==> config.mk <==
export PLATFORM = sky130hd
export DESIGN_NAME = can_fault_irq
export DESIGN_NICKNAME = d
export VERILOG_FILES = /design/src/rtl/can_fault_pkg.sv /design/src/rtl/can_fault_level.sv /design/src/rtl/can_fault_status.sv /design/src/rtl/can_fault_mbx.sv /design/src/rtl/can_fault_irq.sv
export SDC_FILE = /design/constraint.sdc
export NUM_CORES = 1
export LEC_CHECK = 0
export BUFFER_PORTS_ARGS = -buffer_cell sky130_fd_sc_hd__buf_2
export CORE_MARGIN = 1.5
export CORE_UTILIZATION = 50
export DETAILED_ROUTE_END_ITERATION = 16
export PLACE_DENSITY = 0.78
export RECOVER_POWER = 100
export SETUP_SLACK_MARGIN = 0.15
export SYNTH_ARGS = -nofsm -noshare
export SYNTH_HDL_FRONTEND = slang
export SYNTH_SLANG_ARGS = --single-unit
==> constraint.sdc <==
create_clock -name clk -period 2.81 [get_ports clk]
set_clock_uncertainty 0.2 [all_clocks]
set_input_delay 0.281 -clock clk [delete_from_list [all_inputs] [get_ports clk]]
set_output_delay 0.281 -clock clk [all_outputs]
set_load 0.01 [all_outputs]
==> src/rtl/can_fault_pkg.sv <==
package can_fault_pkg;
  localparam int ST_WARN  = 16;
  localparam int ST_PASS  = 17;
  localparam int ST_BOFF  = 18;
  localparam int ST_CAUSE = 19;
  localparam int CAUSE_W  = 6;
  localparam logic [31:0] ST_MASK = 32'h01FF_0000;

  localparam int FL_SYS   = 8;
  localparam int FL_MBX   = 15;
  localparam int SYS_W    = 3;

  localparam int GM_L0    = 0;
  localparam int GM_L1    = 1;
  localparam int GM_ROUTE = 2;
  localparam logic [31:0] GM_MASK = 32'h0000_0707;

  typedef enum logic [2:0] {
    A_STATUS = 3'd0,
    A_FLAG0  = 3'd1,
    A_FLAG1  = 3'd2,
    A_GMASK  = 3'd3,
    A_MMASK  = 3'd4,
    A_MLINE  = 3'd5,
    A_MACK   = 3'd6
  } cfg_addr_e;
endpackage

==> src/rtl/can_fault_level.sv <==
module can_fault_level #(
  parameter int CNT_W    = 8,
  parameter int WARN_LIM = 96,
  parameter int PASS_LIM = 128
) (
  input  logic             clk,
  input  logic             rst,
  input  logic [CNT_W-1:0] tec,
  input  logic [CNT_W-1:0] rec,
  output logic             warn_rise,
  output logic             pass_rise
);
  localparam logic [CNT_W-1:0] WLIM = CNT_W'(WARN_LIM);
  localparam logic [CNT_W-1:0] PLIM = CNT_W'(PASS_LIM);

  logic warn_now, pass_now, warn_q, pass_q;

  assign warn_now = (tec >= WLIM) || (rec >= WLIM);
  assign pass_now = (tec >= PLIM) || (rec >= PLIM);

  always_ff @(posedge clk) begin
    if (rst) begin
      warn_q <= 1'b0;
      pass_q <= 1'b0;
    end else begin
      warn_q <= warn_now;
      pass_q <= pass_now;
    end
  end

  assign warn_rise = warn_now && !warn_q;
  assign pass_rise = pass_now && !pass_q;
endmodule

==> src/rtl/can_fault_status.sv <==
module can_fault_status
  import can_fault_pkg::*;
(
  input  logic               clk,
  input  logic               rst,
  input  logic               warn_rise,
  input  logic               pass_rise,
  input  logic               busoff_evt,
  input  logic               berr_evt,
  input  logic [CAUSE_W-1:0] berr_cause,
  input  logic [31:0]        clr_mask,
  output logic [31:0]        status
);
  logic [31:0] set_vec;

  always_comb begin
    set_vec = '0;
    set_vec[ST_WARN] = warn_rise;
    set_vec[ST_PASS] = pass_rise;
    set_vec[ST_BOFF] = busoff_evt;
    if (berr_evt) set_vec[ST_CAUSE +: CAUSE_W] = berr_cause;
  end

  always_ff @(posedge clk) begin
    if (rst) status <= '0;
    else     status <= ((status & ~clr_mask) | set_vec) & ST_MASK;
  end
endmodule

==> src/rtl/can_fault_mbx.sv <==
module can_fault_mbx #(
  parameter int NMBX = 32,
  parameter int NUM_W = 5
) (
  input  logic                  clk,
  input  logic                  rst,
  input  logic [NMBX-1:0]       req,
  input  logic [NMBX-1:0]       ack,
  input  logic [NMBX-1:0]       mask,
  input  logic [NMBX-1:0]       line_sel,
  output logic [1:0]            hit,
  output logic [1:0][NUM_W-1:0] num
);
  logic [NMBX-1:0] pend;

  always_ff @(posedge clk) begin
    if (rst) pend <= '0;
    else     pend <= (pend & ~ack) | req;
  end

  for (genvar l = 0; l < 2; l++) begin : g_line
    logic [NMBX-1:0] vis;
    logic [NUM_W-1:0] top;
    assign vis = pend & mask & ((l == 1) ? line_sel : ~line_sel);
    always_comb begin
      top = '0;
      for (int i = 0; i < NMBX; i++)
        if (vis[i]) top = NUM_W'(i);
    end
    assign hit[l] = |vis;
    assign num[l] = top;
  end
endmodule

==> src/rtl/can_fault_irq.sv <==
module can_fault_irq
  import can_fault_pkg::*;
#(
  parameter int CNT_W    = 8,
  parameter int NMBX     = 32,
  parameter int WARN_LIM = 96,
  parameter int PASS_LIM = 128
) (
  input  logic               clk,
  input  logic               rst,
  input  logic [CNT_W-1:0]   tec,
  input  logic [CNT_W-1:0]   rec,
  input  logic               busoff_evt,
  input  logic               berr_evt,
  input  logic [5:0]         berr_cause,
  input  logic [NMBX-1:0]    mbx_req,
  input  logic               cfg_we,
  input  logic [2:0]         cfg_addr,
  input  logic [31:0]        cfg_wdata,
  output logic               irq0,
  output logic               irq1,
  output logic [31:0]        err_status,
  output logic [31:0]        flags0,
  output logic [31:0]        flags1
);
  localparam int NUM_W = (NMBX > 1) ? $clog2(NMBX) : 1;

  logic warn_rise, pass_rise;
  logic [31:0] gmask;
  logic [NMBX-1:0] mmask, mline, mack;
  logic [SYS_W-1:0] sys_q, sys_set, sys_clr;
  logic [1:0] mhit;
  logic [1:0][NUM_W-1:0] mnum;
  logic [1:0] line_req;
  logic [1:0][31:0] view;
  logic [31:0] st_clr;

  can_fault_level #(.CNT_W(CNT_W), .WARN_LIM(WARN_LIM), .PASS_LIM(PASS_LIM)) u_level (
    .clk(clk), .rst(rst), .tec(tec), .rec(rec),
    .warn_rise(warn_rise), .pass_rise(pass_rise)
  );

  assign st_clr = (cfg_we && cfg_addr == A_STATUS) ? cfg_wdata : '0;

  can_fault_status u_status (
    .clk(clk), .rst(rst), .warn_rise(warn_rise), .pass_rise(pass_rise),
    .busoff_evt(busoff_evt), .berr_evt(berr_evt), .berr_cause(berr_cause),
    .clr_mask(st_clr), .status(err_status)
  );

  assign mack = (cfg_we && cfg_addr == A_MACK) ? cfg_wdata[NMBX-1:0] : '0;

  can_fault_mbx #(.NMBX(NMBX), .NUM_W(NUM_W)) u_mbx (
    .clk(clk), .rst(rst), .req(mbx_req), .ack(mack),
    .mask(mmask), .line_sel(mline), .hit(mhit), .num(mnum)
  );

  always_ff @(posedge clk) begin
    if (rst) begin
      gmask <= '0;
      mmask <= '0;
      mline <= '0;
    end else if (cfg_we) begin
      if (cfg_addr == A_GMASK) gmask <= cfg_wdata & GM_MASK;
      if (cfg_addr == A_MMASK) mmask <= cfg_wdata[NMBX-1:0];
      if (cfg_addr == A_MLINE) mline <= cfg_wdata[NMBX-1:0];
    end
  end

  assign sys_set = {busoff_evt, pass_rise, warn_rise};

  always_comb begin
    sys_clr = '0;
    if (cfg_we && ((cfg_addr == A_FLAG0 && !gmask[GM_ROUTE]) ||
                   (cfg_addr == A_FLAG1 &&  gmask[GM_ROUTE])))
      sys_clr = cfg_wdata[FL_SYS +: SYS_W];
  end

  always_ff @(posedge clk) begin
    if (rst) sys_q <= '0;
    else     sys_q <= (sys_q & ~sys_clr) | sys_set;
  end

  for (genvar l = 0; l < 2; l++) begin : g_view
    logic owns_sys;
    assign owns_sys = (gmask[GM_ROUTE] == (l == 1));
    always_comb begin
      view[l] = '0;
      if (owns_sys) view[l][FL_SYS +: SYS_W] = sys_q;
      view[l][FL_MBX] = mhit[l];
      view[l][NUM_W-1:0] = mnum[l];
    end
    assign line_req[l] = gmask[l] &&
      ((owns_sys && |(sys_q & gmask[FL_SYS +: SYS_W])) || mhit[l]);
  end

  assign flags0 = view[0];
  assign flags1 = view[1];

  always_ff @(posedge clk) begin
    if (rst) begin
      irq0 <= 1'b0;
      irq1 <= 1'b0;
    end else begin
      irq0 <= line_req[0];
      irq1 <= line_req[1];
    end
  end
endmodule

Word level (Yosys, flattened, before mapping)
Cells that the tools add are included. Widths: inputs -> output; s select.

Flip-flop bits (word level): 118. Input bits: 94.

Magnitude comparators: 4. Eq/ne operators: 6. Multiplexer cells: 68. Bitwise operators: 15. Reduce and logical (&&, ||, !) cells: 26.

Operator list (number): $mux 5 (32); $and 32x32->32 (4); $mux 4 (16); $not 32->32 (2); $reduce_or 32->1 (2); $mux 3 (11); $mux 32 (1); $or 32x32->32 (1); $and 25x25->25 (1); $mux 25 (1); $not 25->25 (1); $or 25x25->25 (1); $ge 8x7->1 const B (2); $ge 8x8->1 const B (2); $logic_and 1x1->1 (11); $eq 3x3->1 const B (3); $mux 2 (4); $and 3x3->3 (2); $eq 3x2->1 const B (2); $mux 6 (1); $reduce_and 2->1 (3); $logic_or 1x1->1 (5); $eq 3x1->1 const B (1); $logic_not 1->1 (3); other kinds (6) (7).

Longest topological paths before layout
Depth after elaboration: 33. Mapped depth: 6.

Modules after synthesis
Synthesis repeated with hierarchy kept, for this count alone.

Cell total of the unflattened synthesis: 855. Area total of the unflattened synthesis: 6642.6 um^2.

By module, submodules not included: can_fault_irq (times used 1, cells an instance 455, area an instance 3818.7 um^2); can_fault_mbx (times used 1, cells an instance 330, area an instance 2228.4 um^2); can_fault_status (times used 1, cells an instance 61, area an instance 521.8 um^2); can_fault_level (times used 1, cells an instance 9, area an instance 73.8 um^2).

Worst setup path after synthesis
Ideal clock, no wire load.

Kind: register to register. From: register mline[12]. To: register irq0. Arrival: 1500 ps. Required time: 2494 ps. Path slack: 994 ps. Stages on the path, launching flop included: 6. Path buffers: 0. Cell sequence: dfxtp_1 > and3b_1 > or2_4 > nor4_4 > nand4_1 > o211a_1.

Longest elaborated chain between the ends: 5.

Ends and longest elaborated chain: from (decl) (RTL line can_fault_irq.sv:30) `logic [NMBX-1:0] mmask, mline, mack;`; from (signal assigned) (RTL line can_fault_irq.sv:66) `if (cfg_addr == A_MLINE) mline <= cfg_wdata[NMBX-1:0];`; $not 32->32 (RTL line can_fault_mbx.sv:24) `assign vis = pend & mask & ((l == 1) ? line_sel : ~line_sel);`; $and 32x32->32 (RTL line can_fault_mbx.sv:24); $reduce_or 32->1 (RTL line can_fault_mbx.sv:30) `assign hit[l] = |vis;`; named net flags0[15] (RTL line can_fault_irq.sv:23) `output logic [31:0] flags0,`; $logic_or 1x1->1 (RTL line can_fault_irq.sv:94) `((owns_sys && |(sys_q & gmask[FL_SYS +: SYS_W])) || mhit[l]);`; $logic_and 1x1->1 (RTL line can_fault_irq.sv:93) `assign line_req[l] = gmask[l] &&`; to (signal assigned) (RTL line can_fault_irq.sv:105) `irq0 <= line_req[0];`; to (decl) (RTL line can_fault_irq.sv:20) `output logic irq0,`.

The timed path passes the listed nets, and every way through them passes these cells. A chain may end at the register's enable or synchronous reset.

Final worst setup path
From: register u_mbx.pend[14]. To: output flags1[3].

Longest elaborated chain between the ends: 20.

Ends and longest elaborated chain: from (decl) (RTL line can_fault_mbx.sv:14) `logic [NMBX-1:0] pend;`; from (signal assigned) (RTL line can_fault_mbx.sv:18) `else pend <= (pend & ~ack) | req;`; $and 32x32->32 (2 in series) (RTL line can_fault_mbx.sv:24); $mux 4 (2 in series) (RTL line can_fault_mbx.sv:28) `if (vis[i]) top = NUM_W'(i);`; $mux 5 (16 in series) (RTL line can_fault_mbx.sv:28); to (decl) (RTL line can_fault_irq.sv:24) `output logic [31:0] flags1`.

Every way passes these cells.

==> flow_summary.yaml <==
outcome:
  status: "finished, violations left"
  violations: "capacitance limit, slew limit"
place:
  gp_congestion: 0.8827
  dp_cells: 1014
  hpwl_mm: 10.56
  port_buffers: 112
cts:
  cts_root_buf: "clkbuf_16"
  htreeDepth: 4
  cts.sinks: 118
  clkLatencyLatePin_ns: 0.41
  post_cts_buffers: 0
  cts_buffers: 17
  clk_pin_slew_ns: 0.06
  clk_path_buf_depth: 2
  cts_tree: "built"
pwr:
  leakagePower_nw: 3.328
  vdd_drop_max_mv: 0.3278
  p_total_mw: 4.530
  power.density_nw_per_um2: 584.2
synth:
  synth_top_cell_area_share_pct: 40.30
  ys_seq_area_share_pct: 40.30
  synthMuxAreaShare_pct: 1.025
  synth_xor_area_share_pct: 0
  yosys-top-cells-area: "dfxtp_1 (40%), nand2_1 (13%), a21oi_1 (9.8%), buf_4 (8.8%), nor2_1 (4.0%)"
  synth_top_area_cell: "dfxtp_1"
  synth_seq_cells: 118
  syn_area_um2: 5862
  yosysUniqueCellTypes: 49
  synth_simple_gate_area_share_pct: 31.80
  yosys_warnings: 0
  synth_edf_count: 0
  synth_area_per_cell_um2: 7.467
  synth-adder-area-share_pct: 0
  synth_top_family_by_area: "simple AND/OR/NAND/NOR gates"
  synthCells: 785
  ys_async_sr_fraction_pct: 0
  synth-compound-area-share_pct: 15.50
  synth-main-ff-cell: "dfxtp_1"
detailed_routing:
  first_pass_iters: 5
  avgRoutedWirePerCell_um: 15.36
  wl_mm: 17.44
  initialDrtViolationCount: 470
  vias: 6052
  ant_nets: 0
  viasPerCell: 5.332
  drc: 0
setup_path:
  r2r_setup_slack_ns: 0.81
  path_class: "reg -> out"
  critPathLaunch: "u_mbx.pend[14]"
  critPathArrivalTime_ns: 2.16
  reg2reg_from: "mline[6]"
  reg2reg_to: "irq0"
  cp.required_ns: 2.33
  crit_fanout: 3
  worstSetupEndpointType: "output pin"
  cp-endpoint: "flags1[3]"
  cp-start-kind: "flip-flop"
  r2r_cells: 5
finish:
  fin_util_pct: 67.90
  layout-drive-gt1-share_pct: 12.90
  fillers: 942
  layout_commonest_cell: "nand2_1"
  final_cell_mix: "nand2_1 (199), dfxtp_1 (118), a21oi_1 (115)"
  nets: 1073
  fin_cells: 1135
  area_growth_pct: 32.27
  multi_input_area_um2: 3102
  regArea_um2: 2362
  n_antenna_cell: 0
sta:
  fin_crit_ns: 2.643
  worstMarginPinSlew_ns: 1.747
  final.setup.tns_ns: 0
  rsz0062_at_grt: "true"
  timing.slew.headroom_pct: -16.48
  hold_viol: 0
  hold_ws_ns: 0.03986
  post-route-period-util_pct: 94.05
  slew_viol_final: 66
  setup_viol: 0
  clock.fmax_ghz: 0.3784
min_path:
  hold_depth: 3
  hp-class: "in -> reg"
floorplanning:
  core_um2: 11420
  pin_count: 192
  start_util_pct: 51.34
  die_area_um2: 12380
  die_h_um: 111.3
  fp.dieW_um: 111.3
  row_count: 39
global_routing:
  grt_pass1_wl_mm: 28.08
  grtUsageTotal_pct: 28.06
  grt_max_degree: 62
  grt_pass1_vias: 5794
  overflow: 0
  grt_antenna_before_repair: 0
job:
  max_cap_violations: 2
## critical path: stages (launching register included)
cell and delay [ns]:
dfxtp_1 0.31, and3_1 0.21, a31oi_1 0.24, nor3b_1 0.60
o211ai_1 0.22, clkbuf_1 0.17
## Yosys cell counts, drive strengths merged (8+ instances only)
library cell    n
buf            74
clkbuf         27
nand2         199
nand3          39
and3b          13
nand3b         22
o21ai          12
and3            9
a21oi         115
and2            8
dfxtp         118
nor2           62
## final cells by class
cell class | count | area share [%]
Clock inverter | 15 | 2.485
Clock buffer | 17 | 5.487
Sequential cell | 118 | 30.47
Tap cell | 143 | 2.308
Inverter | 5 | 0.2421
Timing Repair Buffer | 208 | 19.01
Multi-Input combinational cell | 629 | 40.00
## metrics by stage
step	cell area, um2	setup WS, ns
5_1_grt	7754	0.07665
2_1_floorplan	6117	0.9939
3_3_place_gp	6296	0.6472
4_1_cts	7811	0.1787
3_5_place_dp	6296	0.5993
6_report	7754	0.1673
## report_power, final
part | switching [mW] | internal [mW]
clock | 0.840 | 1.42
combinational | 0.257 | 0.212
sequential | 0.0582 | 1.74
## registers in the layout, indices dropped and copies added (netlist names)
register / count
u_level.warn_q: 1
sys_q: 3
u_level.pass_q: 1
mline: 32
irq1: 1
mmask: 32
u_mbx.pend: 32
irq0: 1
gmask: 6
u_status.status: 9
## cell families (layout without fill, tap and decap cells)
| kind of cell | after synthesis | count (layout) |
|---|---|---|
| AND/OR/NAND/NOR | 392 | 392 |
| other | 1 | 69 |
| buffers and inverters | 106 | 245 |
| flip-flops | 118 | 118 |
| multiplexers | 6 | 6 |
| AO/OA/AOI/OAI | 162 | 162 |
## worst min-delay path by stage
| stage | endpoint | slack (ns) | start |
|---|---|---|---|
| global placement | mline[14] | 0.25 | mline[14] |
| CTS | u_status.status[23] | 0.0004 | berr_evt |
| global route | u_status.status[23] | 0.07 | berr_evt |
| floorplan | sys_q[2] | 0.20 | busoff_evt |
| finish | u_status.status[21] | 0.04 | berr_evt |
| detailed placement | mline[14] | 0.26 | mline[14] |
## layer usage
metal | vias up | part of all wire, % | GRT usage, %
met4 | 0 | 2.0 | 10.46
met3 | 34 | 7.9 | 6.342
met2 | 299 | 49 | 48.10
met5 | - | 0 | 0
met1 | 2775 | 41 | 34.34
li1 | 2944 | - | -
## timing repair
item / 4_1_cts / 5_1_grt
endpoints found under the hold margin: 107 / 0
endpoints found under the setup margin: 1 / 3
gates resized for setup: 1 / 5
hold buffers: 89 / 0
No activity file was read; power rests on OpenSTA's default activity.
